## config.mk

```make
export PLATFORM = sky130hd
export DESIGN_NAME = sync_rx_pair
export DESIGN_NICKNAME = d
export VERILOG_FILES = /design/src/rtl/sync_rx_pkg.sv /design/src/rtl/sync_rx_edge.sv /design/src/rtl/sync_rx_chan.sv /design/src/rtl/sync_rx_pair.sv
export SDC_FILE = /design/constraint.sdc
export NUM_CORES = 1
export LEC_CHECK = 0
export ABC_AREA = 1
export BUFFER_PORTS_ARGS = -buffer_cell sky130_fd_sc_hd__buf_4
export CORE_MARGIN = 2
export CORE_UTILIZATION = 30
export CTS_BUF_LIST = sky130_fd_sc_hd__clkbuf_8 sky130_fd_sc_hd__clkbuf_16
export DETAILED_ROUTE_END_ITERATION = 6
export GPL_TIMING_DRIVEN = 0
export PLACE_DENSITY = 0.5
export SYNTH_ARGS = -nofsm -noshare
export SYNTH_HDL_FRONTEND = slang
export SYNTH_SLANG_ARGS = --single-unit
```

## constraint.sdc

```tcl
create_clock -name clk -period 2.4 [get_ports clk]
set_input_delay 0.36 -clock clk [delete_from_list [all_inputs] [get_ports clk]]
set_output_delay 0.36 -clock clk [all_outputs]
set_load 0.02 [all_outputs]
```

## src/rtl/sync_rx_pkg.sv

```systemverilog
package sync_rx_pkg;
  typedef enum logic [0:0] {
    RX_IDLE = 1'b0,
    RX_RUN  = 1'b1
  } rx_state_t;
endpackage

```

## src/rtl/sync_rx_edge.sv

```systemverilog
module sync_rx_edge (
  input  logic clk,
  input  logic rst,
  input  logic line_raw,
  output logic line_sync,
  output logic fall
);
  logic meta_q, sync_q, hist_q;

  always_ff @(posedge clk) begin
    if (rst) begin
      meta_q <= 1'b1;
      sync_q <= 1'b1;
      hist_q <= 1'b1;
    end else begin
      meta_q <= line_raw;
      sync_q <= meta_q;
      hist_q <= sync_q;
    end
  end

  assign line_sync = sync_q;
  assign fall      = hist_q & ~sync_q;
endmodule

```

## src/rtl/sync_rx_chan.sv

```systemverilog
module sync_rx_chan #(
  parameter int DATA_W = 8,
  parameter int CNT_W  = 8
) (
  input  logic              clk,
  input  logic              rst,
  input  logic              line_raw,
  input  logic [CNT_W-1:0]  start_m1,
  input  logic [CNT_W-1:0]  odd_m1,
  input  logic [CNT_W-1:0]  even_m1,
  output logic [DATA_W-1:0] data_q,
  output logic              valid_q,
  output logic              ferr_q
);
  import sync_rx_pkg::*;

  localparam int IDX_W = $clog2(DATA_W + 2);
  localparam logic [IDX_W-1:0] STOP_IDX = IDX_W'(DATA_W + 1);

  logic              line_s, fall_s;
  rx_state_t         state;
  logic [CNT_W-1:0]  cnt;
  logic [IDX_W-1:0]  idx;
  logic [DATA_W-1:0] shreg;

  sync_rx_edge u_edge (
    .clk      (clk),
    .rst      (rst),
    .line_raw (line_raw),
    .line_sync(line_s),
    .fall     (fall_s)
  );

  always_ff @(posedge clk) begin
    if (rst) begin
      state   <= RX_IDLE;
      cnt     <= '0;
      idx     <= '0;
      shreg   <= '0;
      data_q  <= '0;
      valid_q <= 1'b0;
      ferr_q  <= 1'b0;
    end else begin
      valid_q <= 1'b0;
      ferr_q  <= 1'b0;
      case (state)
        RX_IDLE: begin
          if (fall_s) begin
            state <= RX_RUN;
            cnt   <= start_m1;
            idx   <= '0;
          end
        end
        RX_RUN: begin
          if (cnt != '0) begin
            cnt <= cnt - 1'b1;
          end else if (idx == '0 && line_s) begin
            state <= RX_IDLE;
          end else if (idx == STOP_IDX) begin
            if (line_s) begin
              data_q  <= shreg;
              valid_q <= 1'b1;
            end else begin
              ferr_q <= 1'b1;
            end
            state <= RX_IDLE;
          end else begin
            if (idx != '0) shreg <= {line_s, shreg[DATA_W-1:1]};
            cnt <= idx[0] ? odd_m1 : even_m1;
            idx <= idx + 1'b1;
          end
        end
        default: state <= RX_IDLE;
      endcase
    end
  end
endmodule

```

## src/rtl/sync_rx_pair.sv

```systemverilog
module sync_rx_pair #(
  parameter int NCH    = 2,
  parameter int DATA_W = 8,
  parameter int CNT_W  = 8
) (
  input  logic                  clk,
  input  logic                  rst,
  input  logic [NCH-1:0]        ser_in,
  input  logic [NCH*CNT_W-1:0]  start_cyc_m1,
  input  logic [NCH*CNT_W-1:0]  odd_cyc_m1,
  input  logic [NCH*CNT_W-1:0]  even_cyc_m1,
  output logic [NCH*DATA_W-1:0] word_out,
  output logic [NCH-1:0]        word_valid,
  output logic [NCH-1:0]        frame_err
);
  for (genvar c = 0; c < NCH; c++) begin : g_ch
    sync_rx_chan #(.DATA_W(DATA_W), .CNT_W(CNT_W)) u_chan (
      .clk     (clk),
      .rst     (rst),
      .line_raw(ser_in[c]),
      .start_m1(start_cyc_m1[c*CNT_W +: CNT_W]),
      .odd_m1  (odd_cyc_m1[c*CNT_W +: CNT_W]),
      .even_m1 (even_cyc_m1[c*CNT_W +: CNT_W]),
      .data_q  (word_out[c*DATA_W +: DATA_W]),
      .valid_q (word_valid[c]),
      .ferr_q  (frame_err[c])
    );
  end
endmodule

```

======== Word level (Yosys, flattened, before mapping) ========
Index checks and enable logic that the tools add are counted.
W data, S select, Z words.
cells by class
  $add $sub $neg .......................... 4
  equality and inequality tests ........... 14
  muxes and demuxes ....................... 36
  bitwise logic cells ..................... 12
  reductions and logical operators ........ 18
operators with widths
  kind                   number
  $mux W8                10
  $mux W4                8
  $pmux W8 S2            2
  $reduce_and A5 Y1      4
  $pmux W4 S2            2
  $reduce_bool A8 Y1     2
  $sub A8 B1 Y8 const B  2
  $mux W1                12
  $ne A2 B2 Y1 const B   6
  $ne A3 B3 Y1 const B   4
  $not A1 Y1             10
  $reduce_or A5 Y1       2
  $add A4 B1 Y4 const B  2
  $eq A4 B4 Y1 const B   2
  $logic_not A4 Y1       2
  $reduce_and A4 Y1      2
  $reduce_bool A4 Y1     2
  $reduce_and A3 Y1      2
  $ne A2 B1 Y1 const B   2
  $pmux W1 S2            2
  $and A1 B1 Y1          2
  $logic_and A1 B1 Y1    2
storage, ports and cells
  bits in registers ....................... 68

======== Logic depth before layout (Yosys ltp) ========
  word-level depth ........................ 5
  gate-level depth with buffers ........... 10

======== Modules after synthesis ========
Synthesis repeated with hierarchy kept, for this count alone.
unflattened totals
  cells, all modules ...................... 546
  area, all modules ....................... 3711.1 µm²
modules (own cells, without submodules)
  module        instances  cells an instance  area an instance (µm²)
  sync_rx_chan  2          261                1761.7
  sync_rx_edge  2          12                 93.8

======== Worst setup path after synthesis ========
No wires, ideal clock.
  path type ............................... register to register
  start ................................... reg g_ch[0].u_chan.idx[0]
  end ..................................... reg g_ch[0].u_chan.data_q[0]
  setup time .............................. 0.116 ns
  data arrival time ....................... 1.579 ns
  required time ........................... 2.284 ns
  setup slack ............................. 0.705 ns
  cell stages (with the launch flop) ...... 9
  period minus slack after synthesis ...... 1.695 ns
  cell sequence ........................... dfxtp_1 > clkinv_1 > ha_1 > nand3_1 > nand4_2 > or2_1 > buf_2 > nor2_1 > nor2_1
on the way
  longest elaborated chain between the ends .. 4
RTL lines
  item                                    line                source
  from (decl)                             sync_rx_chan.sv:23  logic [IDX_W-1:0] idx;
  from (signal assigned)                  sync_rx_chan.sv:70  idx <= idx + 1'b1;
  $logic_not A4 Y1                        sync_rx_chan.sv:57  end else if (idx == '0 && line_s) begin
  $logic_and A1 B1 Y1                     sync_rx_chan.sv:57
  $not A1 Y1 (no source line)             --
  $reduce_and A5 Y1 (no source line) (*)  --
  to (signal assigned)                    sync_rx_chan.sv:61  data_q <= shreg;
  to (decl)                               sync_rx_chan.sv:11  output logic [DATA_W-1:0] data_q,
Every way passes the cells marked *; elsewhere a longest branch is shown, timed or not.
A chain may end at the register's enable or synchronous reset.

======== Final worst setup path ========
  start ................................... reg g_ch[1].u_chan.idx[0]
  end ..................................... reg g_ch[1].u_chan.cnt[0]
on the way
  longest elaborated chain between the ends .. 5
RTL lines
  item                    line                source
  from (decl)             sync_rx_chan.sv:23
  from (signal assigned)  sync_rx_chan.sv:70
  $mux W8                 sync_rx_chan.sv:69  cnt <= idx[0] ? odd_m1 : even_m1;
  $mux W8                 sync_rx_chan.sv:59  end else if (idx == STOP_IDX) begin
  $mux W8                 sync_rx_chan.sv:57
  $mux W8                 sync_rx_chan.sv:55  if (cnt != '0) begin
  $pmux W8 S2             sync_rx_chan.sv:46  case (state)
  to (signal assigned)    sync_rx_chan.sv:50  cnt <= start_m1;
  to (signal assigned)    sync_rx_chan.sv:56  cnt <= cnt - 1'b1;
  to (signal assigned)    sync_rx_chan.sv:69
  to (decl)               sync_rx_chan.sv:22  logic [CNT_W-1:0] cnt;
Parallel ways exist; a longest one is shown, timed or not. The select of a mux whose other input is x is not followed.

==> flow_summary_export.csv <==
group,metric,value,unit
detailed_routing,drc_errors,0,
synth,ys_ff_latch,68,
detailed_routing,vias_per_cell,4.61,
sta,relSlewSlack,55.8,%
sta,setup_tns,0,ns
global_routing,grt.total_usage,15.7,%
clocking,htreeDepth,3,
worst_setup_path,r2r_end,"g_ch[1].u_chan.cnt[0]",
synth,synth_top_cell_by_area,"dfxtp_1",
placed_design,placed_area,4350,um^2
worst_setup_path,critical_path_required,2.67,ns
global_routing,grt_pass1_vias,3454,
die,rows,40,
placed_design,place_inst,748,
finish,n_antenna_cell,0,
synth,syn_area,3630,um^2
die,ios,72,
detailed_routing,drtIter0Drc,115,
worst_setup_path,path_max_fanout,10,
placed_design,place_congestion,0.794,
sta,rsz0062_at_grt,"no",
placed_design,pre_cts_ws,0.329,ns
clocking,ctsResizeCount,0,
synth,synth-edff-count,0,
sta,fin_skew,0.00594,ns
finish,final_common_cell,"nand2_1",
clocking,cts_buffers,9,
die,core,11900,um^2
die,die_y,114,um
finish,finalInstanceArea,4690,um^2
hold_path,hp-start,"ser_in[0]",
clocking,clock_latency,0.33,ns
clocking,root_buffer,"clkbuf_16",
synth,ys.flop_type,"dfxtp_1",
placed_design,dpl.hpwl,7040,um
flow_run,drv_cap,0,
synth,synth_seq_area_share,37.5,%
outcome,status,"finished clean",
detailed_routing,firstDrtPassIters,4,
worst_setup_path,r2r-start,"g_ch[1].u_chan.idx[0]",
finish,fin_util,39.3,%
clocking,cts_setup_buffers,0,
synth,async_flop_share,0,%
clocking,cts_tree,"yes",
finish,area_growth_syn_to_layout,29.1,%
clocking,cts.sinks,68,
synth,ys_types,37,
hold_path,hold_end,"g_ch[0].u_chan.u_edge.meta_q",
synth,synth_area_per_cell,6.85,um^2
sta,holdWs,0.217,ns
detailed_routing,postRouteAntennaNets,0,
worst_setup_path,rr_worst_depth,10,
placed_design,port_buffers,71,
die,dieArea,13000,um^2
synth,synthTopCellsByArea,"dfxtp_1, nand2_1, nor2_1",
power_and_ir_drop,powerDensity,695,nW/um^2
synth,netlist_instances,530,
finish,finalNonFillerCells,763,
sta,finalSetupViolCount,0,
synth,ys_warn_count,0,
power_and_ir_drop,leakage,2.25,nW
finish,final_cell_mix,"nand2_1, nor2_1, buf_4",
sta,timing.final.crit_share,86.9,%
detailed_routing,routed_wl,9570,um
sta,worstMarginPinSlew,0.663,ns
detailed_routing,wl_per_cell,12.5,um
finish,fin_nets,674,
detailed_routing,via_count,3521,
sta,fin_ws,0.315,ns
power_and_ir_drop,vdd_drop_max,0.000313,V
hold_path,hp-class,"primary input to flip-flop",
synth,yosys.area.top_type_share,37.5,%
synth,syn-num-nets,592,
global_routing,antenna_found_initial,0,
worst_setup_path,ff2ff_setup_slack,0.32,ns
global_routing,grt_first_pass_wirelength,16300,um
worst_setup_path,worstSetupEndpointType,"flip-flop",
clocking,clockBufferDepth,2,
sta,finalCriticalPeriod,2.08,ns
die,initial_utilization,30.5,%
global_routing,grt_overflow_total,0,
global_routing,grt_max_degree,13,
worst_setup_path,critPathKind,"flip-flop to flip-flop",
worst_setup_path,startpoint_type,"flip-flop",
sta,hold_violations,0,
sta,drv_slew,0,
clocking,clk_pin_slew,0.06,ns
worst_setup_path,worstPathArrival,2.36,ns
sta,max_freq,480,MHz
hold_path,hold_path_depth,2,
die,die_x,114,um
clocking,hold_buffers,0,
finish,drive_above_1_share,22.4,%
power_and_ir_drop,finalPower,3.26,mW
==> layout make-up <==
type / count / area, um^2
buffer: 20 / 111
tap: 147 / 184
clock buffer: 9 / 225
sequential: 68 / 1360
timing repair buffer: 71 / 533
multi-input combinational: 390 / 1960
inverter: 52 / 200
clock inverter: 6 / 114
fill: 1265 / 7230
==> cells in the mapped netlist, types with 2 or more instances <==
library cell,n
nor2_4,5
nor2_1,81
ha_1,10
clkbuf_1,8
nand3_1,34
inv_2,4
o211ai_1,6
clkinv_1,3
o21ai_0,38
buf_4,6
nand3b_1,2
xor2_1,8
nor2_2,5
buf_2,4
a21oi_1,33
nand2_1,130
nand4_1,4
nor3_1,3
nand2_4,2
nand3_2,2
dfxtp_1,68
o21ai_1,2
nand2_2,3
inv_1,44
or2_2,13
==> power breakdown <==
| group | switching, mW | total (mW) | internal, mW |
|---|---|---|---|
| registers | 0.0268 | 1.19 | 1.16 |
| clock network | 0.500 | 1.51 | 1.01 |
| logic | 0.336 | 0.556 | 0.220 |
| total | 0.863 | 3.26 | 2.39 |
==> critical path, stage by stage (launching register included) <==
cell	delay, ns
dfxtp_1	0.45
clkinv_1	0.34
ha_1	0.33
nand4_1	0.12
nand3_1	0.20
nand2_2	0.18
nor2_4	0.05
buf_6	0.13
nand2_1	0.05
nand2_1	0.05
nor2_1	0.11
==> state kept, by name, summed over array words and instances (netlist names) <==
register,count
g_ch.u_chan.cnt,16
g_ch.u_chan.shreg,16
g_ch.u_chan.state,2
g_ch.u_chan.ferr_q,2
g_ch.u_chan.u_edge.line_sync,2
g_ch.u_chan.idx,8
g_ch.u_chan.data_q,16
g_ch.u_chan.u_edge.hist_q,2
g_ch.u_chan.valid_q,2
g_ch.u_chan.u_edge.meta_q,2
==> cell families after synthesis <==
kind of cell | Yosys count | synth area share, %
AND/OR/NAND/NOR | 288 | 35.6
AO/OA/AOI/OAI | 83 | 12.7
buffers and inverters | 72 | 8.58
flip-flops | 68 | 37.5
adder cells (fa/ha/maj) | 10 | 3.45
XOR/XNOR | 9 | 2.17
==> per-layer routing <==
metal  vias to the layer above  share of wire [%]  track usage (%)
met5                         -                  0                0
met4                         0                1.0             4.63
met3                         9                3.2             3.13
met2                        45                 46             25.1
met1                      1615                 49             21.4
li1                       1852                  -                -
==> worst max path at each step <==
stage	from	to	slack, ns	cells after the start
after floorplan	g_ch[0].u_chan.idx[0]	g_ch[0].u_chan.data_q[0]	0.71	8
after global placement	g_ch[1].u_chan.idx[0]	g_ch[1].u_chan.cnt[1]	0.38	10
after detailed placement	g_ch[1].u_chan.idx[0]	g_ch[1].u_chan.cnt[2]	0.33	10
after CTS	g_ch[0].u_chan.idx[0]	g_ch[0].u_chan.data_q[7]	0.30	7
after global routing	g_ch[1].u_chan.idx[0]	g_ch[1].u_chan.cnt[1]	0.07	10
final	g_ch[1].u_chan.idx[0]	g_ch[1].u_chan.cnt[0]	0.32	10
Power figures use the tool's default switching activity.
